==> config.mk <==
export PLATFORM = sky130hd
export DESIGN_NAME = bus_fence_engine
export DESIGN_NICKNAME = d
export VERILOG_FILES = /design/src/rtl/fence_pkg.sv /design/src/rtl/fence_table.sv /design/src/rtl/fence_datapath.sv /design/src/rtl/fence_ctrl.sv /design/src/rtl/bus_fence_engine.sv
export SDC_FILE = /design/constraint.sdc
export NUM_CORES = 1
export LEC_CHECK = 0
export ABC_CLOCK_PERIOD_IN_PS = 6000
export BUFFER_PORTS_ARGS = -buffer_cell sky130_fd_sc_hd__clkbuf_2
export CORE_MARGIN = 2
export CORE_UTILIZATION = 46
export DETAILED_ROUTE_END_ITERATION = 10
export GPL_TIMING_DRIVEN = 0
export PLACE_DENSITY = 0.62
export SLEW_MARGIN = 20
export SYNTH_ARGS = -nofsm -noshare
export SYNTH_HDL_FRONTEND = slang
export SYNTH_HIERARCHICAL = 1
export SYNTH_SLANG_ARGS = --single-unit
==> constraint.sdc <==
create_clock -name clk -period 6 [get_ports clk]
set_input_delay 0.6 -clock clk [delete_from_list [all_inputs] [get_ports clk]]
set_output_delay 0.6 -clock clk [all_outputs]
set_load 0.05 [all_outputs]
==> src/rtl/fence_pkg.sv <==
package fence_pkg;

  typedef enum logic [1:0] {
    ST_IDLE  = 2'd0,
    ST_PICK  = 2'd1,
    ST_ISSUE = 2'd2,
    ST_WAIT  = 2'd3
  } fenceState_t;

  // per-entry options held in the table
  typedef struct packed {
    logic inverted;
    logic skipClrAck;
    logic clrFull;
  } entryFlags_t;

  // control -> datapath strobes
  typedef struct packed {
    logic startFwd;
    logic startRev;
    logic stepIdx;
    logic fireSet;
    logic fireClr;
    logic armTimer;
  } ctlCmd_t;

  // datapath -> control conditions
  typedef struct packed {
    logic maskZero;
    logic atLast;
    logic fwd;
    logic wantSet;
    logic noClrAck;
    logic pollTick;
    logic ackOk;
    logic pollsSpent;
  } dpStat_t;

endpackage

==> src/rtl/fence_table.sv <==
module fence_table
  import fence_pkg::*;
#(
  parameter int ENTRIES = 6,
  parameter int MASK_W  = 8,
  parameter int IDX_W   = 3
) (
  input  logic              clk,
  input  logic              rstN,
  input  logic              wrEn,
  input  logic [IDX_W-1:0]  wrIdx,
  input  logic [MASK_W-1:0] wrSetClr,
  input  logic [MASK_W-1:0] wrSta,
  input  entryFlags_t       wrFlags,
  input  logic [IDX_W-1:0]  rdIdx,
  output logic [MASK_W-1:0] rdSetClr,
  output logic [MASK_W-1:0] rdSta,
  output entryFlags_t       rdFlags
);

  logic [MASK_W-1:0] setClrQ [ENTRIES];
  logic [MASK_W-1:0] staQ    [ENTRIES];
  entryFlags_t       flagsQ  [ENTRIES];

  for (genvar e = 0; e < ENTRIES; e++) begin : g_entry
    logic hit;
    assign hit = wrEn && (wrIdx == IDX_W'(e));

    always_ff @(posedge clk) begin
      if (!rstN) begin
        setClrQ[e] <= '0;
        staQ[e]    <= '0;
        flagsQ[e]  <= '0;
      end else if (hit) begin
        setClrQ[e] <= wrSetClr;
        staQ[e]    <= wrSta;
        flagsQ[e]  <= wrFlags;
      end
    end
  end

  assign rdSetClr = setClrQ[rdIdx];
  assign rdSta    = staQ[rdIdx];
  assign rdFlags  = flagsQ[rdIdx];

endmodule

==> src/rtl/fence_datapath.sv <==
module fence_datapath
  import fence_pkg::*;
#(
  parameter int ENTRIES       = 6,
  parameter int MASK_W        = 8,
  parameter int IDX_W         = 3,
  parameter int POLL_INTERVAL = 4,
  parameter int POLL_LIMIT    = 8
) (
  input  logic               clk,
  input  logic               rstN,
  input  ctlCmd_t            cmd,
  input  logic [MASK_W-1:0]  ackStatus,
  input  logic [MASK_W-1:0]  rdSetClr,
  input  logic [MASK_W-1:0]  rdSta,
  input  entryFlags_t        rdFlags,
  output logic [IDX_W-1:0]   rdIdx,
  output dpStat_t            stat,
  output logic [ENTRIES-1:0] setStrobe,
  output logic [ENTRIES-1:0] clrStrobe,
  output logic [MASK_W-1:0]  strobeMask
);

  localparam int TICK_W = $clog2(POLL_INTERVAL + 1);
  localparam int POLL_W = $clog2(POLL_LIMIT + 1);
  localparam logic [IDX_W-1:0]  LAST_IDX  = IDX_W'(ENTRIES - 1);
  localparam logic [TICK_W-1:0] TICK_LAST = TICK_W'(POLL_INTERVAL - 1);
  localparam logic [POLL_W-1:0] POLL_LAST = POLL_W'(POLL_LIMIT - 1);

  logic [IDX_W-1:0]  idx;
  logic              dirFwd;
  logic              opIsSet;
  logic [TICK_W-1:0] tickCnt;
  logic [POLL_W-1:0] pollCnt;
  logic [MASK_W-1:0] seenBits;
  logic [MASK_W-1:0] targetBits;

  // walk position and direction
  always_ff @(posedge clk) begin
    if (!rstN) begin
      idx    <= '0;
      dirFwd <= 1'b1;
    end else if (cmd.startFwd) begin
      idx    <= '0;
      dirFwd <= 1'b1;
    end else if (cmd.startRev) begin
      idx    <= LAST_IDX;
      dirFwd <= 1'b0;
    end else if (cmd.stepIdx) begin
      idx <= dirFwd ? idx + 1'b1 : idx - 1'b1;
    end
  end

  // polarity of the last issued strobe
  always_ff @(posedge clk) begin
    if (!rstN)             opIsSet <= 1'b0;
    else if (cmd.fireSet)  opIsSet <= 1'b1;
    else if (cmd.fireClr)  opIsSet <= 1'b0;
  end

  // registered per-entry strobes
  for (genvar i = 0; i < ENTRIES; i++) begin : g_strobe
    always_ff @(posedge clk) begin
      if (!rstN) begin
        setStrobe[i] <= 1'b0;
        clrStrobe[i] <= 1'b0;
      end else begin
        setStrobe[i] <= cmd.fireSet && (idx == IDX_W'(i));
        clrStrobe[i] <= cmd.fireClr && (idx == IDX_W'(i));
      end
    end
  end

  always_ff @(posedge clk) begin
    if (!rstN)                          strobeMask <= '0;
    else if (cmd.fireSet || cmd.fireClr) strobeMask <= rdSetClr;
    else                                strobeMask <= '0;
  end

  // sample interval and sample budget
  always_ff @(posedge clk) begin
    if (!rstN || cmd.armTimer) begin
      tickCnt <= '0;
      pollCnt <= '0;
    end else if (tickCnt == TICK_LAST) begin
      tickCnt <= '0;
      if (pollCnt != POLL_LAST) pollCnt <= pollCnt + 1'b1;
    end else begin
      tickCnt <= tickCnt + 1'b1;
    end
  end

  assign seenBits   = ackStatus & rdSta;
  assign targetBits = (opIsSet || rdFlags.clrFull) ? rdSta : '0;

  assign rdIdx           = idx;
  assign stat.maskZero   = (rdSetClr == '0);
  assign stat.atLast     = dirFwd ? (idx == LAST_IDX) : (idx == '0);
  assign stat.fwd        = dirFwd;
  assign stat.wantSet    = dirFwd ^ rdFlags.inverted;
  assign stat.noClrAck   = !opIsSet && rdFlags.skipClrAck;
  assign stat.pollTick   = (tickCnt == TICK_LAST);
  assign stat.ackOk      = (seenBits == targetBits);
  assign stat.pollsSpent = (pollCnt == POLL_LAST);

endmodule

==> src/rtl/fence_ctrl.sv <==
module fence_ctrl
  import fence_pkg::*;
(
  input  logic    clk,
  input  logic    rstN,
  input  logic    protectReq,
  input  logic    unprotectReq,
  input  dpStat_t stat,
  output ctlCmd_t cmd,
  output logic    busy,
  output logic    done,
  output logic    error
);

  fenceState_t state, nextState;
  logic doneNext, errNext;

  always_comb begin
    nextState = state;
    cmd       = '0;
    doneNext  = 1'b0;
    errNext   = 1'b0;
    unique case (state)
      ST_IDLE: begin
        if (protectReq) begin
          cmd.startFwd = 1'b1;
          nextState    = ST_PICK;
        end else if (unprotectReq) begin
          cmd.startRev = 1'b1;
          nextState    = ST_PICK;
        end
      end
      ST_PICK: begin
        if (stat.maskZero) begin
          if (stat.fwd || stat.atLast) begin
            doneNext  = 1'b1;
            nextState = ST_IDLE;
          end else begin
            cmd.stepIdx = 1'b1;
          end
        end else begin
          cmd.fireSet = stat.wantSet;
          cmd.fireClr = !stat.wantSet;
          nextState   = ST_ISSUE;
        end
      end
      ST_ISSUE: begin
        if (stat.noClrAck) begin
          if (stat.atLast) begin
            doneNext  = 1'b1;
            nextState = ST_IDLE;
          end else begin
            cmd.stepIdx = 1'b1;
            nextState   = ST_PICK;
          end
        end else begin
          cmd.armTimer = 1'b1;
          nextState    = ST_WAIT;
        end
      end
      ST_WAIT: begin
        if (stat.pollTick) begin
          if (stat.ackOk) begin
            if (stat.atLast) begin
              doneNext  = 1'b1;
              nextState = ST_IDLE;
            end else begin
              cmd.stepIdx = 1'b1;
              nextState   = ST_PICK;
            end
          end else if (stat.pollsSpent) begin
            errNext   = 1'b1;
            nextState = ST_IDLE;
          end
        end
      end
      default: nextState = ST_IDLE;
    endcase
  end

  always_ff @(posedge clk) begin
    if (!rstN) begin
      state <= ST_IDLE;
      done  <= 1'b0;
      error <= 1'b0;
    end else begin
      state <= nextState;
      done  <= doneNext;
      error <= errNext;
    end
  end

  assign busy = (state != ST_IDLE);

endmodule

==> src/rtl/bus_fence_engine.sv <==
module bus_fence_engine
  import fence_pkg::*;
#(
  parameter int ENTRIES       = 6,
  parameter int MASK_W        = 8,
  parameter int POLL_INTERVAL = 4,
  parameter int POLL_LIMIT    = 8,
  localparam int IDX_W        = (ENTRIES > 1) ? $clog2(ENTRIES) : 1
) (
  input  logic               clk,
  input  logic               rstN,
  input  logic               protectReq,
  input  logic               unprotectReq,
  input  logic               cfgWrEn,
  input  logic [IDX_W-1:0]   cfgIdx,
  input  logic [MASK_W-1:0]  cfgSetClrMask,
  input  logic [MASK_W-1:0]  cfgStaMask,
  input  logic               cfgInverted,
  input  logic               cfgSkipClrAck,
  input  logic               cfgClrFull,
  input  logic [MASK_W-1:0]  ackStatus,
  output logic [ENTRIES-1:0] setStrobe,
  output logic [ENTRIES-1:0] clrStrobe,
  output logic [MASK_W-1:0]  strobeMask,
  output logic               busy,
  output logic               done,
  output logic               error
);

  ctlCmd_t           cmd;
  dpStat_t           stat;
  logic [IDX_W-1:0]  rdIdx;
  logic [MASK_W-1:0] rdSetClr;
  logic [MASK_W-1:0] rdSta;
  entryFlags_t       rdFlags;
  entryFlags_t       wrFlags;

  assign wrFlags = '{inverted: cfgInverted, skipClrAck: cfgSkipClrAck, clrFull: cfgClrFull};

  fence_table #(
    .ENTRIES(ENTRIES), .MASK_W(MASK_W), .IDX_W(IDX_W)
  ) u_table (
    .clk      (clk),
    .rstN     (rstN),
    .wrEn     (cfgWrEn && !busy),
    .wrIdx    (cfgIdx),
    .wrSetClr (cfgSetClrMask),
    .wrSta    (cfgStaMask),
    .wrFlags  (wrFlags),
    .rdIdx    (rdIdx),
    .rdSetClr (rdSetClr),
    .rdSta    (rdSta),
    .rdFlags  (rdFlags)
  );

  fence_datapath #(
    .ENTRIES(ENTRIES), .MASK_W(MASK_W), .IDX_W(IDX_W),
    .POLL_INTERVAL(POLL_INTERVAL), .POLL_LIMIT(POLL_LIMIT)
  ) u_dp (
    .clk        (clk),
    .rstN       (rstN),
    .cmd        (cmd),
    .ackStatus  (ackStatus),
    .rdSetClr   (rdSetClr),
    .rdSta      (rdSta),
    .rdFlags    (rdFlags),
    .rdIdx      (rdIdx),
    .stat       (stat),
    .setStrobe  (setStrobe),
    .clrStrobe  (clrStrobe),
    .strobeMask (strobeMask)
  );

  fence_ctrl u_ctrl (
    .clk          (clk),
    .rstN         (rstN),
    .protectReq   (protectReq),
    .unprotectReq (unprotectReq),
    .stat         (stat),
    .cmd          (cmd),
    .busy         (busy),
    .done         (done),
    .error        (error)
  );

endmodule

**Yosys cells after proc, flatten, opt, wreduce, memory -nomap -nowiden**

Memories as Yosys holds them, arrays and structs flattened.
Index checks and enable logic that the tools add are counted.

- Add/subtract/negate cells: 4
- Multiplexer cells: 77
- Reduce and logical (&&, ||, !) cells: 42
- Bitwise logic cells: 23
- Equal/unequal tests: 21

Operator list:

| kind | count |
|---|---|
| two-way mux 8 bit | 13 |
| two-way mux 1 bit | 41 |
| two-way mux 3 bit | 9 |
| two-way mux 2 bit | 11 |
| logical AND 1 bit | 20 |
| OR 1 bit | 18 |
| == test 3 x 2 -> 1 bit, second input constant | 5 |
| == test 3 bit, second input constant | 4 |
| AND 8 bit | 1 |
| == test 8 bit | 1 |
| logical NOT 8 bit | 1 |
| case mux 2 bit (4 select lines) | 1 |
| adder 3 x 1 -> 3 bit, second input constant | 2 |
| == test 3 x 1 -> 1 bit, second input constant | 2 |
| logical NOT 3 bit | 2 |
| inequality test 3 bit, second input constant | 2 |
| case mux 1 bit (3 select lines) | 2 |
| nonzero test 2 bit | 3 |
| adder 4 x 1 -> 4 bit, second input constant | 1 |
| == test 2 bit, second input constant | 2 |
| == test 4 x 3 -> 1 bit, second input constant | 1 |
| logical NOT 1 bit | 4 |
| logical OR 1 bit | 4 |
| inequality test 4 x 3 -> 1 bit, second input constant | 1 |
| 12 further kinds | 16 |

- Memories kept: 3
- Bits in writable memories: 114
- Output and inout bits: 23
- Input port bits: 35
- Register bits after elaboration: 36

Memory list:

| name | depth | bits a word | read ports | clocked after memory_dff | write ports | RTL line | source |
|---|---|---|---|---|---|---|---|
| u_table.setClrQ | 6 | 8 | 1 | 0 | 6 | fence_table.sv:21 | `logic [MASK_W-1:0] setClrQ [ENTRIES];` |
| u_table.staQ | 6 | 8 | 1 | 0 | 6 | fence_table.sv:22 | `logic [MASK_W-1:0] staQ [ENTRIES];` |
| u_table.flagsQ | 6 | 3 | 1 | 0 | 6 | fence_table.sv:23 | `entryFlags_t flagsQ [ENTRIES];` |

**Depth between registers and ports, before layout**

Gate-level depths: netlist of run 1.
An unclocked memory read counts as a cell.

- Depth in word-level cells: 9
- Gate-level depth with buffers: 15
- Mapped depth without buffers: 13

**Modules after synthesis**

The synthesis of run 1 kept the hierarchy.

By module, submodules not included:

| module | seq. area each (sq um) | area an instance (sq um) | cells each | instances |
|---|---|---|---|---|
| fence_table | 3423.3 | 5242.5 | 351 | 1 |
| fence_datapath | 640.6 | 1308.8 | 142 | 1 |
| fence_ctrl | 80.1 | 292.8 | 38 | 1 |
| bus_fence_engine | 0.0 | 13.8 | 1 | 1 |

**Least setup slack after synthesis of run 1**

No wires, ideal clock.

- Kind: reg2reg
- Start: register u_dp.idx[1] (netlist: u_dp/rdIdx[1])
- End: register u_dp.idx[2] (netlist: u_dp/rdIdx[2])
- Period minus slack after synthesis: 3.405 ns
- Arrival: 3.286 ns
- Data required time: 5.881 ns
- Slack: 2.595 ns
- Library setup time: 0.119 ns
- Cell stages (with the launch flop): 16
- Path through: dfxtp_1 -> buf_6 -> buf_12 -> mux2_4 -> mux4_2 -> inv_1 -> o22ai_2 -> or4_1 -> mux2i_1 -> and3_1 -> o21ai_0 -> a21oi_1 -> nand3_1 -> o21a_1 -> o21ai_0 -> a21oi_1

RTL lines:

| what | RTL line | source |
|---|---|---|
| start, declared | fence_datapath.sv:30 | `logic [IDX_W-1:0] idx;` |
| start signal, assigned | fence_datapath.sv:50 | `idx <= dirFwd ? idx + 1'b1 : idx - 1'b1;` |

==> run_summary.xml, run 1 <==
<?xml version="1.0" encoding="UTF-8"?>
<metrics>
  <group name="die">
    <metric name="floorplan.rows" unit="">44</metric>
    <metric name="design.portCount" unit="">58</metric>
    <metric name="core_area" unit="mm²">0.0145</metric>
    <metric name="die_y" unit="µm">126</metric>
    <metric name="fp.dieW" unit="µm">126</metric>
    <metric name="start_util" unit="">0.472</metric>
    <metric name="fp.dieArea" unit="mm²">0.0159</metric>
  </group>
  <group name="yosys">
    <metric name="postSynthCellCount" unit="">532</metric>
    <metric name="synth_seq_area_share" unit="">0.604</metric>
    <metric name="yosysUniqueCellTypes" unit="">49</metric>
    <metric name="syn_area" unit="mm²">0.00686</metric>
    <metric name="ys_async_rst_share" unit="">0</metric>
    <metric name="number_of_enable_flip_flop_cells_after_synthesis" unit="">114</metric>
    <metric name="mappedNetlistNets" unit="">576</metric>
    <metric name="ys_ff_latch" unit="">150</metric>
    <metric name="postSynth.topFlopCell" unit="">sky130_fd_sc_hd__edfxtp_1</metric>
    <metric name="synth.avg_cell_area" unit="µm²">12.9</metric>
    <metric name="number_of_warning_messages_in_the_yosys_log" unit="">6</metric>
  </group>
  <group name="cells_and_area">
    <metric name="finish.instance_area" unit="mm²">0.00800</metric>
    <metric name="layout_commonest_cell" unit="">sky130_fd_sc_hd__nor3_1</metric>
    <metric name="num-fill-cells" unit="">1225</metric>
    <metric name="antenna_cells_inserted" unit="">0</metric>
    <metric name="layout.nets" unit="">654</metric>
    <metric name="area.growth.synth_to_final" unit="%">16.7</metric>
    <metric name="drive_above_1_share" unit="">0.270</metric>
    <metric name="most-common-layout-cells" unit="">118 x sky130_fd_sc_hd__nor3_1, 114 x sky130_fd_sc_hd__edfxtp_1, 58 x sky130_fd_sc_hd__clkbuf_2</metric>
    <metric name="final_core_utilization" unit="">0.551</metric>
    <metric name="finalNonFillerCells" unit="">806</metric>
  </group>
  <group name="clock_network">
    <metric name="clock_sinks" unit="">150</metric>
    <metric name="cts_post_setup_buffers_inserted" unit="">0</metric>
    <metric name="tritoncts" unit="">done</metric>
    <metric name="clock_insertion_delay_worst_skew" unit="ns">0.42</metric>
    <metric name="cts.root.buffer_cell" unit="">sky130_fd_sc_hd__clkbuf_16</metric>
    <metric name="post_cts_hold_buffer_count" unit="">0</metric>
    <metric name="tritoncts.num_buffers" unit="">17</metric>
    <metric name="cts_max_path_buffers" unit="">2</metric>
    <metric name="post_cts_resize_count" unit="">0</metric>
    <metric name="clk_transition_reported_paths" unit="ns">0.05</metric>
    <metric name="clock_tree.htree_level_count" unit="">4</metric>
  </group>
  <group name="route">
    <metric name="route.final.wire_length" unit="µm">16300</metric>
    <metric name="detail-route-antenna-nets" unit="">0</metric>
    <metric name="detailroute.via_count" unit="">4536</metric>
    <metric name="firstDrtPassIters" unit="">4</metric>
    <metric name="drc_violations_left" unit="">0</metric>
    <metric name="drt-initial-drc-count" unit="">289</metric>
    <metric name="wire_per_inst" unit="µm">20.2</metric>
    <metric name="vias_per_cell" unit="">5.63</metric>
  </group>
  <group name="timing">
    <metric name="postLayoutSetupSlackWorst" unit="ns">1.79</metric>
    <metric name="hold_violations" unit="">0</metric>
    <metric name="slew_headroom" unit="">0.467</metric>
    <metric name="number_of_setup_violations_in_the_final_report" unit="">0</metric>
    <metric name="minimum_clock_period_after_layout" unit="ns">4.21</metric>
    <metric name="peak_freq" unit="MHz">237</metric>
    <metric name="clock-skew-final" unit="ns">0.0112</metric>
    <metric name="finalMaxSlewViolations" unit="">0</metric>
    <metric name="final_min_period_over_clock_period" unit="">0.702</metric>
    <metric name="holdWs" unit="ns">0.436</metric>
    <metric name="worstMarginPinSlew" unit="ns">0.796</metric>
    <metric name="fin_setup_tns" unit="ns">0</metric>
    <metric name="unrepaired_setup_endpoints_after_global_routing" unit="">false</metric>
  </group>
  <group name="place">
    <metric name="placed_cells_incl_taps" unit="">775</metric>
    <metric name="port-buffer-count" unit="">57</metric>
    <metric name="hpwl" unit="µm">10900</metric>
    <metric name="gp_congestion" unit="">0.793</metric>
    <metric name="place_area" unit="mm²">0.00747</metric>
    <metric name="pre_cts_slack" unit="ns">1.81</metric>
  </group>
  <group name="global_routing">
    <metric name="grt_start_max_net_pins" unit="">20</metric>
    <metric name="grt_antenna_before_repair" unit="">0</metric>
    <metric name="grt_pass1_wl" unit="µm">25400</metric>
    <metric name="grt_pass1_vias" unit="">4608</metric>
    <metric name="grt-ovfl-total" unit="">0</metric>
    <metric name="all_layer_gr_usage" unit="">0.214</metric>
  </group>
  <group name="job">
    <metric name="drv_cap" unit="">0</metric>
  </group>
  <group name="critical_path">
    <metric name="worstPathMaxFanout" unit="">10</metric>
    <metric name="end_kind" unit="">flop</metric>
    <metric name="worstSetupPathType" unit="">reg -&gt; reg</metric>
    <metric name="data_arrival_time_at_the_worst_slack_endpoint" unit="ns">4.51</metric>
    <metric name="worst_setup_path_start_kind" unit="">flop</metric>
    <metric name="worst_ep_required_time" unit="ns">6.30</metric>
    <metric name="worst_path_max_delay_cell" unit="">sky130_fd_sc_hd__mux4_2</metric>
    <metric name="critical_path.cell_chain" unit="">buf_2 &gt; buf_4 &gt; mux4_2 &gt; inv_1 &gt; o22ai_1 &gt; or4_1 &gt; mux2i_1 &gt; and3_1 &gt; o21ai_0 &gt; a21oi_1 &gt; nand3_1 &gt; o21a_1 &gt; o21ai_0 &gt; a21oi_1</metric>
    <metric name="timing.critical_path.buf_inv" unit="">3</metric>
    <metric name="path_delay_family" unit="">multiplexers</metric>
    <metric name="critical_path.max_stage_delay" unit="ns">0.59</metric>
  </group>
  <group name="power">
    <metric name="total_power_per_unit_cell_area" unit="mW/mm²">304</metric>
    <metric name="peakVddDrop" unit="mV">0.209</metric>
    <metric name="power_leakage" unit="nW">2.96</metric>
    <metric name="post_layout_power" unit="mW">2.43</metric>
  </group>
  <group name="run_status">
    <metric name="outcome" unit="">finished, final reports clean</metric>
  </group>
  <group name="worst_hold_path">
    <metric name="hold_path.class" unit="">reg -&gt; reg</metric>
  </group>
</metrics>
flip-flops by register name, summed over array words and instances, names as in the netlist, 3 cells and up:
| register | cells |
|---|---|
| u_dp/clrStrobe | 6 |
| u_dp/pollCnt | 4 |
| u_dp/rdIdx | 3 |
| u_dp/setStrobe | 6 |
| u_dp/strobeMask | 8 |
| u_dp/tickCnt | 3 |
| u_table/flagsQ | 18 |
| u_table/setClrQ | 48 |
| u_table/staQ | 48 |
kinds of logic (layout without fill, tap and decap cells):
family,after synthesis,after routing,synth area share
xor gates and xnor gates,5,5,0.00639
DFF,150,150,0.604
muxes,59,59,0.139
and+or+nand+nor,198,198,0.150
buffers and inverters,77,167,0.0514
AOI/OAI and AO/OA,34,34,0.0327
adders and majority gates,9,9,0.0164
layer usage:
layer	track usage	share of wire	vias up
li1	-	-	2123
met1	0.275	0.43	2223
met2	0.357	0.50	166
met3	0.0433	0.057	24
met4	0.0853	0.019	0
met5	0	0	-
power breakdown:
part | internal [mW] | switching [mW]
Combinational | 0.105 | 0.194
Sequential | 1.17 | 0.0155
Clock | 0.576 | 0.374
synthesized netlist by cell type, types with 2 or more instances:
library cell / n / share of area
sky130_fd_sc_hd__inv_1: 36 / 0.020
sky130_fd_sc_hd__or2_1: 2 / 0.0018
sky130_fd_sc_hd__and3_1: 4 / 0.0036
sky130_fd_sc_hd__xnor2_1: 2 / 0.0026
sky130_fd_sc_hd__and2_1: 8 / 0.0073
sky130_fd_sc_hd__mux2i_1: 2 / 0.0029
sky130_fd_sc_hd__a21oi_1: 6 / 0.0044
sky130_fd_sc_hd__buf_6: 2 / 0.0033
sky130_fd_sc_hd__or4_1: 3 / 0.0033
sky130_fd_sc_hd__mux2_4: 20 / 0.044
sky130_fd_sc_hd__nand2_1: 13 / 0.0071
sky130_fd_sc_hd__buf_12: 2 / 0.0058
sky130_fd_sc_hd__buf_1: 3 / 0.0016
sky130_fd_sc_hd__edfxtp_1: 114 / 0.50
sky130_fd_sc_hd__dfxtp_1: 36 / 0.11
sky130_fd_sc_hd__o21a_1: 3 / 0.0033
sky130_fd_sc_hd__o21ai_0: 7 / 0.0051
sky130_fd_sc_hd__mux2_2: 18 / 0.030
sky130_fd_sc_hd__or3b_1: 2 / 0.0026
sky130_fd_sc_hd__xor2_1: 3 / 0.0038
sky130_fd_sc_hd__nand3_1: 8 / 0.0058
sky130_fd_sc_hd__nor3_1: 118 / 0.086
sky130_fd_sc_hd__o22ai_1: 3 / 0.0027
sky130_fd_sc_hd__nand4_1: 2 / 0.0018
sky130_fd_sc_hd__nand3b_1: 3 / 0.0033
sky130_fd_sc_hd__clkbuf_1: 25 / 0.014
sky130_fd_sc_hd__buf_4: 2 / 0.0022
sky130_fd_sc_hd__nor2_1: 20 / 0.011
sky130_fd_sc_hd__nand2b_1: 5 / 0.0046
sky130_fd_sc_hd__a31oi_1: 2 / 0.0018
sky130_fd_sc_hd__buf_2: 6 / 0.0044
sky130_fd_sc_hd__nor2b_1: 3 / 0.0027
sky130_fd_sc_hd__mux4_2: 19 / 0.062
sky130_fd_sc_hd__ha_1: 9 / 0.016
sky130_fd_sc_hd__a22oi_1: 4 / 0.0044
sky130_fd_sc_hd__o21ai_1: 2 / 0.0015
sky130_fd_sc_hd__nor3b_1: 3 / 0.0033
path summary, 6_finish.rpt:
check,depth (start not counted),slack [ns],startpoint,endpoint
max,14,1.79,u_dp/rdIdx[0],u_dp/rdIdx[2]
min,1,0.44,u_dp/tickCnt[0],u_dp/tickCnt[0]
max reg2reg,14,1.79,u_dp/rdIdx[0],u_dp/rdIdx[2]
min reg2reg,1,0.44,u_dp/tickCnt[0],u_dp/tickCnt[0]
area by class of cell:
type	count	area (µm²)	area share
timing repair buffer	59	315	0.0394
clock inverter	4	23.8	0.00297
sequential	150	4140	0.518
clock buffer	27	508	0.0635
buffer	41	218	0.0272
tap	184	230	0.0288
inverter	36	135	0.0169
multi-input combinational	305	2430	0.303
worst register-to-register path: stages, from the launching register on:
cell and delay, ns:
sky130_fd_sc_hd__dfxtp_1 0.42, sky130_fd_sc_hd__buf_2 0.40, sky130_fd_sc_hd__buf_4 0.33, sky130_fd_sc_hd__mux4_2 0.60, sky130_fd_sc_hd__inv_1 0.08, sky130_fd_sc_hd__o22ai_1 0.07, sky130_fd_sc_hd__or4_1 0.51, sky130_fd_sc_hd__mux2i_1 0.43
sky130_fd_sc_hd__and3_1 0.22, sky130_fd_sc_hd__o21ai_0 0.13, sky130_fd_sc_hd__a21oi_1 0.43, sky130_fd_sc_hd__nand3_1 0.13, sky130_fd_sc_hd__o21a_1 0.13, sky130_fd_sc_hd__o21ai_0 0.14, sky130_fd_sc_hd__a21oi_1 0.08
Note: power is estimated with default switching activity, not from simulation.
==> run 2, diff against run 1 <==
--- a/config.mk
+++ b/config.mk
@@ -5,7 +5,7 @@
 export SDC_FILE = /design/constraint.sdc
 export NUM_CORES = 1
 export LEC_CHECK = 0
-export ABC_CLOCK_PERIOD_IN_PS = 6000
+export ABC_CLOCK_PERIOD_IN_PS = 4200
 export BUFFER_PORTS_ARGS = -buffer_cell sky130_fd_sc_hd__clkbuf_2
 export CORE_MARGIN = 2
 export CORE_UTILIZATION = 46
==> constraint.sdc (replaced) <==
create_clock -name clk -period 4.2 [get_ports clk]
set_input_delay 0.42 -clock clk [delete_from_list [all_inputs] [get_ports clk]]
set_output_delay 0.42 -clock clk [all_outputs]
set_load 0.05 [all_outputs]
==> run 2 against run 1 <==
  * Cell count is the same
  * Sequential power grew 43%
  * Maximum frequency grew 8.2%
  * Flip-flop and latch count is the same
  * Critical path type unchanged
  * Largest cell class unchanged
==> run_summary.xml, run 2 (same netlist as run 1, synthesis figures left out) <==
<?xml version="1.0" encoding="UTF-8"?>
<metrics>
  <group name="run_status">
    <metric name="outcome" unit="">finished, final reports clean</metric>
  </group>
  <group name="clock_network">
    <metric name="clock_insertion_delay_worst_skew" unit="ns">0.42</metric>
    <metric name="post_cts_hold_buffer_count" unit="">0</metric>
    <metric name="cts.root.buffer_cell" unit="">sky130_fd_sc_hd__clkbuf_16</metric>
    <metric name="clock_sinks" unit="">150</metric>
    <metric name="cts_max_path_buffers" unit="">2</metric>
    <metric name="clk_transition_reported_paths" unit="ns">0.05</metric>
    <metric name="tritoncts.num_buffers" unit="">17</metric>
    <metric name="cts_post_setup_buffers_inserted" unit="">0</metric>
    <metric name="clock_tree.htree_level_count" unit="">4</metric>
    <metric name="post_cts_resize_count" unit="">1</metric>
    <metric name="tritoncts" unit="">done</metric>
  </group>
  <group name="die">
    <metric name="die_y" unit="µm">126</metric>
    <metric name="fp.dieW" unit="µm">126</metric>
    <metric name="core_area" unit="mm²">0.0145</metric>
    <metric name="fp.dieArea" unit="mm²">0.0159</metric>
    <metric name="design.portCount" unit="">58</metric>
    <metric name="floorplan.rows" unit="">44</metric>
    <metric name="start_util" unit="">0.472</metric>
  </group>
  <group name="cells_and_area">
    <metric name="layout_commonest_cell" unit="">sky130_fd_sc_hd__nor3_1</metric>
    <metric name="drive_above_1_share" unit="">0.273</metric>
    <metric name="num-fill-cells" unit="">1223</metric>
    <metric name="area.growth.synth_to_final" unit="%">17.0</metric>
    <metric name="antenna_cells_inserted" unit="">0</metric>
    <metric name="biggestRegsByFlops" unit="">u_table/setClrQ (48), u_table/staQ (48), u_table/flagsQ (18)</metric>
    <metric name="most-common-layout-cells" unit="">118 x sky130_fd_sc_hd__nor3_1, 114 x sky130_fd_sc_hd__edfxtp_1, 58 x sky130_fd_sc_hd__clkbuf_2</metric>
    <metric name="layout.nets" unit="">654</metric>
  </group>
  <group name="route">
    <metric name="wire_per_inst" unit="µm">20.1</metric>
    <metric name="drc_violations_left" unit="">0</metric>
    <metric name="detailroute.via_count" unit="">4561</metric>
    <metric name="detail-route-antenna-nets" unit="">0</metric>
    <metric name="vias_per_cell" unit="">5.66</metric>
    <metric name="drt-initial-drc-count" unit="">299</metric>
    <metric name="route.final.wire_length" unit="µm">16200</metric>
    <metric name="firstDrtPassIters" unit="">5</metric>
  </group>
  <group name="timing">
    <metric name="fin_setup_tns" unit="ns">0</metric>
    <metric name="hold_violations" unit="">0</metric>
    <metric name="minimum_clock_period_after_layout" unit="ns">3.90</metric>
    <metric name="worstMarginPinSlew" unit="ns">0.813</metric>
    <metric name="peak_freq" unit="MHz">257</metric>
    <metric name="clock-skew-final" unit="ns">0.0113</metric>
    <metric name="holdWs" unit="ns">0.361</metric>
    <metric name="final_min_period_over_clock_period" unit="">0.928</metric>
    <metric name="unrepaired_setup_endpoints_after_global_routing" unit="">false</metric>
    <metric name="finalMaxSlewViolations" unit="">0</metric>
    <metric name="number_of_setup_violations_in_the_final_report" unit="">0</metric>
    <metric name="slew_headroom" unit="">0.456</metric>
  </group>
  <group name="place">
    <metric name="port-buffer-count" unit="">57</metric>
    <metric name="gp_congestion" unit="">0.793</metric>
    <metric name="hpwl" unit="µm">10900</metric>
  </group>
  <group name="power">
    <metric name="total_power_per_unit_cell_area" unit="mW/mm²">434</metric>
    <metric name="power_leakage" unit="nW">2.96</metric>
    <metric name="peakVddDrop" unit="mV">0.299</metric>
    <metric name="post_layout_power" unit="mW">3.48</metric>
  </group>
  <group name="global_routing">
    <metric name="grt_start_max_net_pins" unit="">20</metric>
    <metric name="grt-ovfl-total" unit="">0</metric>
    <metric name="grt_pass1_vias" unit="">4608</metric>
    <metric name="all_layer_gr_usage" unit="">0.214</metric>
    <metric name="grt_antenna_before_repair" unit="">0</metric>
    <metric name="grt_pass1_wl" unit="µm">25400</metric>
  </group>
  <group name="critical_path">
    <metric name="end_kind" unit="">flop</metric>
    <metric name="worstSetupPathType" unit="">reg -&gt; reg</metric>
    <metric name="worst_ep_required_time" unit="ns">4.50</metric>
    <metric name="data_arrival_time_at_the_worst_slack_endpoint" unit="ns">4.19</metric>
    <metric name="worst_setup_path_start_kind" unit="">flop</metric>
    <metric name="worstPathMaxFanout" unit="">10</metric>
    <metric name="r2r_start" unit="">u_dp/rdIdx[1]</metric>
    <metric name="critPathLaunch" unit="">u_dp/rdIdx[1]</metric>
  </group>
  <group name="worst_hold_path">
    <metric name="hold_path_startpoint" unit="">unprotectReq</metric>
    <metric name="hold_path.class" unit="">in -&gt; reg</metric>
  </group>
  <group name="job">
    <metric name="drv_cap" unit="">0</metric>
  </group>
</metrics>
-- run 2: worst max-delay path, stage by stage, from the launching register on --
cell,delay (ns)
sky130_fd_sc_hd__dfxtp_1,0.44
sky130_fd_sc_hd__buf_6,0.23
sky130_fd_sc_hd__buf_12,0.18
sky130_fd_sc_hd__mux2_4,0.31
sky130_fd_sc_hd__mux4_2,0.50
sky130_fd_sc_hd__inv_1,0.10
sky130_fd_sc_hd__o22ai_2,0.07
sky130_fd_sc_hd__or4_1,0.57
sky130_fd_sc_hd__mux2i_4,0.26
sky130_fd_sc_hd__and3_1,0.18
sky130_fd_sc_hd__o21ai_0,0.14
sky130_fd_sc_hd__a21oi_2,0.32
sky130_fd_sc_hd__nand3_1,0.11
sky130_fd_sc_hd__o21a_1,0.12
sky130_fd_sc_hd__o21ai_0,0.14
sky130_fd_sc_hd__a21oi_1,0.08
-- run 2: per-layer routing --
metal  share of wire  vias up  wire [µm]  GRT usage
met1            0.42     2263       6840      0.275
met4           0.018        0        288     0.0853
met5               0        -          0          0
met3           0.058       22        942     0.0433
li1                -     2122          -          -
met2            0.50      154       8160      0.357
-- run 2: final timing paths --
check / cells past startpoint / to / slack (ns)
hold reg to reg: 1 / u_dp/tickCnt[0] / 0.44
setup reg to reg: 15 / u_dp/rdIdx[2] / 0.30
setup / recovery: 15 / u_dp/rdIdx[2] / 0.30
hold / removal: 3 / u_ctrl/state[0] / 0.36
-- run 2: final cells by class --
class	instances	area, µm²	area share
timing repair buffer	59	315	0.0393
tap	184	230	0.0287
clock buffer	27	508	0.0633
clock inverter	4	23.8	0.00296
multi-input combinational	305	2440	0.305
buffer	41	220	0.0275
inverter	36	135	0.0168
sequential	150	4140	0.517
-- run 2: metrics by stage --
step	instance area (µm²)	util	cells	setup WS (ns)
final	8020	0.552	806	0.303
after floorplan	6860	-	532	0.795
after CTS	8010	0.551	806	0.0666
after global routing	8020	0.552	806	0.0702
after detailed placement	7470	0.514	775	0.00536
after global placement	7370	0.507	773	0.0427
-- run 2: power breakdown --
part           internal (mW)  total [mW]  switching (mW)
Clock                  0.823        1.36           0.536
Sequential              1.67        1.69          0.0221
Combinational          0.155       0.434           0.279
==> run 3, diff against run 2 <==
--- a/config.mk
+++ b/config.mk
@@ -5,6 +5,7 @@
 export SDC_FILE = /design/constraint.sdc
 export NUM_CORES = 1
 export LEC_CHECK = 0
+export ABC_AREA = 1
 export ABC_CLOCK_PERIOD_IN_PS = 4200
 export BUFFER_PORTS_ARGS = -buffer_cell sky130_fd_sc_hd__clkbuf_2
 export CORE_MARGIN = 2
==> run 3 against run 2 <==
  * Via count up 13%
  * Global-route usage decreased by 1.4 points
  * Hold slack got worse by 0.019 ns
  * Maximum frequency is 19% higher
  * Total power rose by 11%
  * First-iteration DRC count increased by 36%
  * Area after synthesis increased by 0.47%
  * Critical path type unchanged
  * Largest power group unchanged
  * Highest routed layer unchanged
==> run_summary.xml, run 3 <==
<?xml version="1.0" encoding="UTF-8"?>
<metrics>
  <group name="critical_path">
    <metric name="worst_setup_path_start_kind" unit="">flop</metric>
    <metric name="ff2ff_path_depth" unit="">21</metric>
    <metric name="crit_path_end" unit="">u_dp/rdIdx[2]</metric>
    <metric name="worst_reg2reg_endpoint" unit="">u_dp/rdIdx[2]</metric>
    <metric name="critPathLaunch" unit="">u_dp/rdIdx[1]</metric>
    <metric name="worst_ep_required_time" unit="ns">4.56</metric>
    <metric name="worstPathMaxFanout" unit="">10</metric>
    <metric name="worstSetupPathType" unit="">reg -&gt; reg</metric>
    <metric name="data_arrival_time_at_the_worst_slack_endpoint" unit="ns">3.64</metric>
    <metric name="end_kind" unit="">flop</metric>
    <metric name="r2r_setup_slack" unit="ns">0.92</metric>
    <metric name="r2r_start" unit="">u_dp/rdIdx[1]</metric>
  </group>
  <group name="yosys">
    <metric name="postSynth.topFlopCell" unit="">sky130_fd_sc_hd__edfxtp_1</metric>
    <metric name="yosys.cell_count.top_type" unit="">sky130_fd_sc_hd__nor2_1</metric>
    <metric name="synth_seq_area_share" unit="">0.601</metric>
    <metric name="top_area_cell_type_share_of_the_netlist_area" unit="">0.497</metric>
    <metric name="synth.avg_cell_area" unit="µm²">9.17</metric>
    <metric name="ys_ff_latch" unit="">150</metric>
    <metric name="synth_common_cells" unit="">194 x sky130_fd_sc_hd__nor2_1, 148 x sky130_fd_sc_hd__nand2_1, 114 x sky130_fd_sc_hd__edfxtp_1</metric>
    <metric name="mappedNetlistNets" unit="">795</metric>
    <metric name="synth_area_leaders" unit="">sky130_fd_sc_hd__edfxtp_1 50%, sky130_fd_sc_hd__nor2_1 11%, sky130_fd_sc_hd__dfxtp_1 10%, sky130_fd_sc_hd__nand2_1 8.1%, sky130_fd_sc_hd__nand3_1 5.7%</metric>
    <metric name="ys_async_rst_share" unit="">0</metric>
    <metric name="postSynthCellCount" unit="">751</metric>
    <metric name="synth_top_area_cell" unit="">sky130_fd_sc_hd__edfxtp_1</metric>
    <metric name="yosysUniqueCellTypes" unit="">35</metric>
    <metric name="number_of_enable_flip_flop_cells_after_synthesis" unit="">114</metric>
    <metric name="syn_area" unit="mm²">0.00689</metric>
    <metric name="number_of_warning_messages_in_the_yosys_log" unit="">6</metric>
  </group>
  <group name="route">
    <metric name="dr.max_layer_used" unit="">met4</metric>
    <metric name="wire_per_inst" unit="µm">14.8</metric>
    <metric name="vias_per_cell" unit="">5.04</metric>
    <metric name="drc_violations_left" unit="">0</metric>
    <metric name="detail-route-antenna-nets" unit="">0</metric>
    <metric name="route.final.wire_length" unit="µm">15100</metric>
    <metric name="wl_met2" unit="µm">7240</metric>
    <metric name="drt-initial-drc-count" unit="">407</metric>
    <metric name="met1_length" unit="µm">6850</metric>
    <metric name="detailroute.via_count" unit="">5154</metric>
    <metric name="met3_length" unit="µm">832</metric>
    <metric name="firstDrtPassIters" unit="">6</metric>
  </group>
  <group name="timing">
    <metric name="number_of_setup_violations_in_the_final_report" unit="">0</metric>
    <metric name="unrepaired_setup_endpoints_after_global_routing" unit="">false</metric>
    <metric name="peak_freq" unit="MHz">304</metric>
    <metric name="slew_headroom" unit="">0.415</metric>
    <metric name="final_min_period_over_clock_period" unit="">0.782</metric>
    <metric name="finalMaxSlewViolations" unit="">0</metric>
    <metric name="hold_violations" unit="">0</metric>
    <metric name="worstMarginPinSlew" unit="ns">0.876</metric>
    <metric name="postLayoutSetupSlackWorst" unit="ns">0.916</metric>
    <metric name="clock-skew-final" unit="ns">0.00758</metric>
    <metric name="minimum_clock_period_after_layout" unit="ns">3.28</metric>
    <metric name="holdWs" unit="ns">0.342</metric>
    <metric name="fin_setup_tns" unit="ns">0</metric>
  </group>
  <group name="global_routing">
    <metric name="grt_antenna_before_repair" unit="">0</metric>
    <metric name="all_layer_gr_usage" unit="">0.200</metric>
    <metric name="grt-ovfl-total" unit="">0</metric>
    <metric name="grt_start_max_net_pins" unit="">20</metric>
    <metric name="grt_pass1_wl" unit="µm">24800</metric>
    <metric name="grt_pass1_vias" unit="">4936</metric>
  </group>
  <group name="die">
    <metric name="fp.dieW" unit="µm">126</metric>
    <metric name="design.portCount" unit="">58</metric>
    <metric name="fp.dieArea" unit="mm²">0.0160</metric>
    <metric name="start_util" unit="">0.472</metric>
    <metric name="floorplan.rows" unit="">44</metric>
    <metric name="core_area" unit="mm²">0.0146</metric>
    <metric name="die_y" unit="µm">126</metric>
  </group>
  <group name="place">
    <metric name="gp_congestion" unit="">0.840</metric>
    <metric name="pre_cts_slack" unit="ns">0.959</metric>
    <metric name="port-buffer-count" unit="">55</metric>
    <metric name="place_area" unit="mm²">0.00740</metric>
    <metric name="placed_cells_incl_taps" unit="">990</metric>
    <metric name="hpwl" unit="µm">11100</metric>
  </group>
  <group name="cells_and_area">
    <metric name="area.growth.synth_to_final" unit="%">15.2</metric>
    <metric name="antenna_cells_inserted" unit="">0</metric>
    <metric name="biggestRegsByFlops" unit="">u_table/setClrQ (48), u_table/staQ (48), u_table/flagsQ (18)</metric>
    <metric name="num-fill-cells" unit="">1345</metric>
    <metric name="layout.nets" unit="">869</metric>
    <metric name="most-common-layout-cells" unit="">194 x sky130_fd_sc_hd__nor2_1, 148 x sky130_fd_sc_hd__nand2_1, 114 x sky130_fd_sc_hd__edfxtp_1</metric>
    <metric name="finalNonFillerCells" unit="">1022</metric>
    <metric name="finish.instance_area" unit="mm²">0.00794</metric>
    <metric name="layout_commonest_cell" unit="">sky130_fd_sc_hd__nor2_1</metric>
    <metric name="drive_above_1_share" unit="">0.161</metric>
  </group>
  <group name="run_status">
    <metric name="outcome" unit="">finished, final reports clean</metric>
  </group>
  <group name="clock_network">
    <metric name="clock_sinks" unit="">150</metric>
    <metric name="clk_transition_reported_paths" unit="ns">0.06</metric>
    <metric name="cts_max_path_buffers" unit="">2</metric>
    <metric name="clock_insertion_delay_worst_skew" unit="ns">0.42</metric>
    <metric name="tritoncts" unit="">done</metric>
    <metric name="cts.root.buffer_cell" unit="">sky130_fd_sc_hd__clkbuf_16</metric>
    <metric name="cts_post_setup_buffers_inserted" unit="">0</metric>
    <metric name="post_cts_hold_buffer_count" unit="">0</metric>
    <metric name="tritoncts.num_buffers" unit="">17</metric>
    <metric name="post_cts_resize_count" unit="">0</metric>
    <metric name="clock_tree.htree_level_count" unit="">4</metric>
  </group>
  <group name="power">
    <metric name="total_power_per_unit_cell_area" unit="mW/mm²">487</metric>
    <metric name="peakVddDrop" unit="mV">0.322</metric>
    <metric name="power_leakage" unit="nW">3.46</metric>
  </group>
  <group name="job">
    <metric name="drv_cap" unit="">0</metric>
  </group>
  <group name="worst_hold_path">
    <metric name="hold_path.class" unit="">in -&gt; reg</metric>
  </group>
</metrics>
[run 3: cell types whose count changed after synthesis, sizes merged, moves of 8 or more]
| cell | change |
|---|---|
| and2 | -8 |
| clkbuf | -18 |
| inv | +35 |
| mux2 | -38 |
| mux4 | -19 |
| nand2 | +138 |
| nand3 | +72 |
| nor2 | +184 |
| nor3 | -115 |
| o21ai | +22 |
[run 3: cell type report]
class                      instances  area [µm²]  share of cell area
tap                              184         230              0.0290
clock inverter                    13         109              0.0137
inverter                          74         279              0.0352
multi-input combinational        498        2300               0.289
sequential                       150        4140               0.522
buffer                            29         170              0.0214
timing repair buffer              55         275              0.0347
clock buffer                      19         433              0.0545
[run 3: critical path: stages (launching register included)]
cell                       delay, ns
sky130_fd_sc_hd__dfxtp_1        0.49
sky130_fd_sc_hd__clkinv_1       0.35
sky130_fd_sc_hd__clkbuf_1       0.33
sky130_fd_sc_hd__nand3_1        0.20
sky130_fd_sc_hd__nand3_1        0.12
sky130_fd_sc_hd__nand2_1        0.17
sky130_fd_sc_hd__inv_1          0.09
sky130_fd_sc_hd__nand2_4        0.10
sky130_fd_sc_hd__nand2_1        0.06
sky130_fd_sc_hd__nand3_1        0.08
sky130_fd_sc_hd__nand2_1        0.05
sky130_fd_sc_hd__inv_1          0.04
sky130_fd_sc_hd__nand2_1        0.04
sky130_fd_sc_hd__nor2_1         0.16
sky130_fd_sc_hd__inv_1          0.08
sky130_fd_sc_hd__nor2_1         0.14
sky130_fd_sc_hd__nand2_1        0.08
sky130_fd_sc_hd__nand3_1        0.20
sky130_fd_sc_hd__inv_1          0.11
sky130_fd_sc_hd__a21oi_1        0.14
sky130_fd_sc_hd__nand2_1        0.07
sky130_fd_sc_hd__a21oi_1        0.11
[run 3: worst min path at each step]
stage	from	to	slack, ns	depth (start not counted)
after floorplan	u_dp/tickCnt[0]	u_dp/tickCnt[0]	0.40	1
after global placement	u_dp/tickCnt[0]	u_dp/tickCnt[0]	0.41	1
after detailed placement	u_dp/tickCnt[0]	u_dp/tickCnt[0]	0.43	1
after CTS	protectReq	u_dp/dirFwd	0.33	3
after global routing	protectReq	u_dp/dirFwd	0.38	3
final	protectReq	u_dp/dirFwd	0.34	3
[run 3: where the power goes]
part | internal, mW | total (mW) | switching [mW]
clock | 0.808 | 1.40 | 0.595
sequential | 1.70 | 1.74 | 0.0454
combinational | 0.198 | 0.722 | 0.524
[run 3: metal layers]
layer | vias to the layer above | global-route usage
met5 | - | 0
met4 | 0 | 0.0776
met3 | 11 | 0.0434
met2 | 166 | 0.325
met1 | 2393 | 0.262
li1 | 2584 | -
[run 3: cell families (layout without fill, tap and decap cells)]
family,after synthesis,in the layout,synth area share
fa+ha+maj,9,9,0.0163
buf+inv,103,190,0.0652
compound gates,40,40,0.0307
xor+xnor,2,2,0.00254
flops,150,150,0.601
simple gates,447,447,0.284
[run 3: per-stage QoR]
stage | util | total power [mW]
6_report | 0.544 | 3.87
5_1_grt | 0.544 | 4.05
4_1_cts | 0.544 | 3.89
3_5_place_dp | 0.507 | 2.49
3_3_place_gp | 0.507 | 2.47
2_1_floorplan | - | 2.29
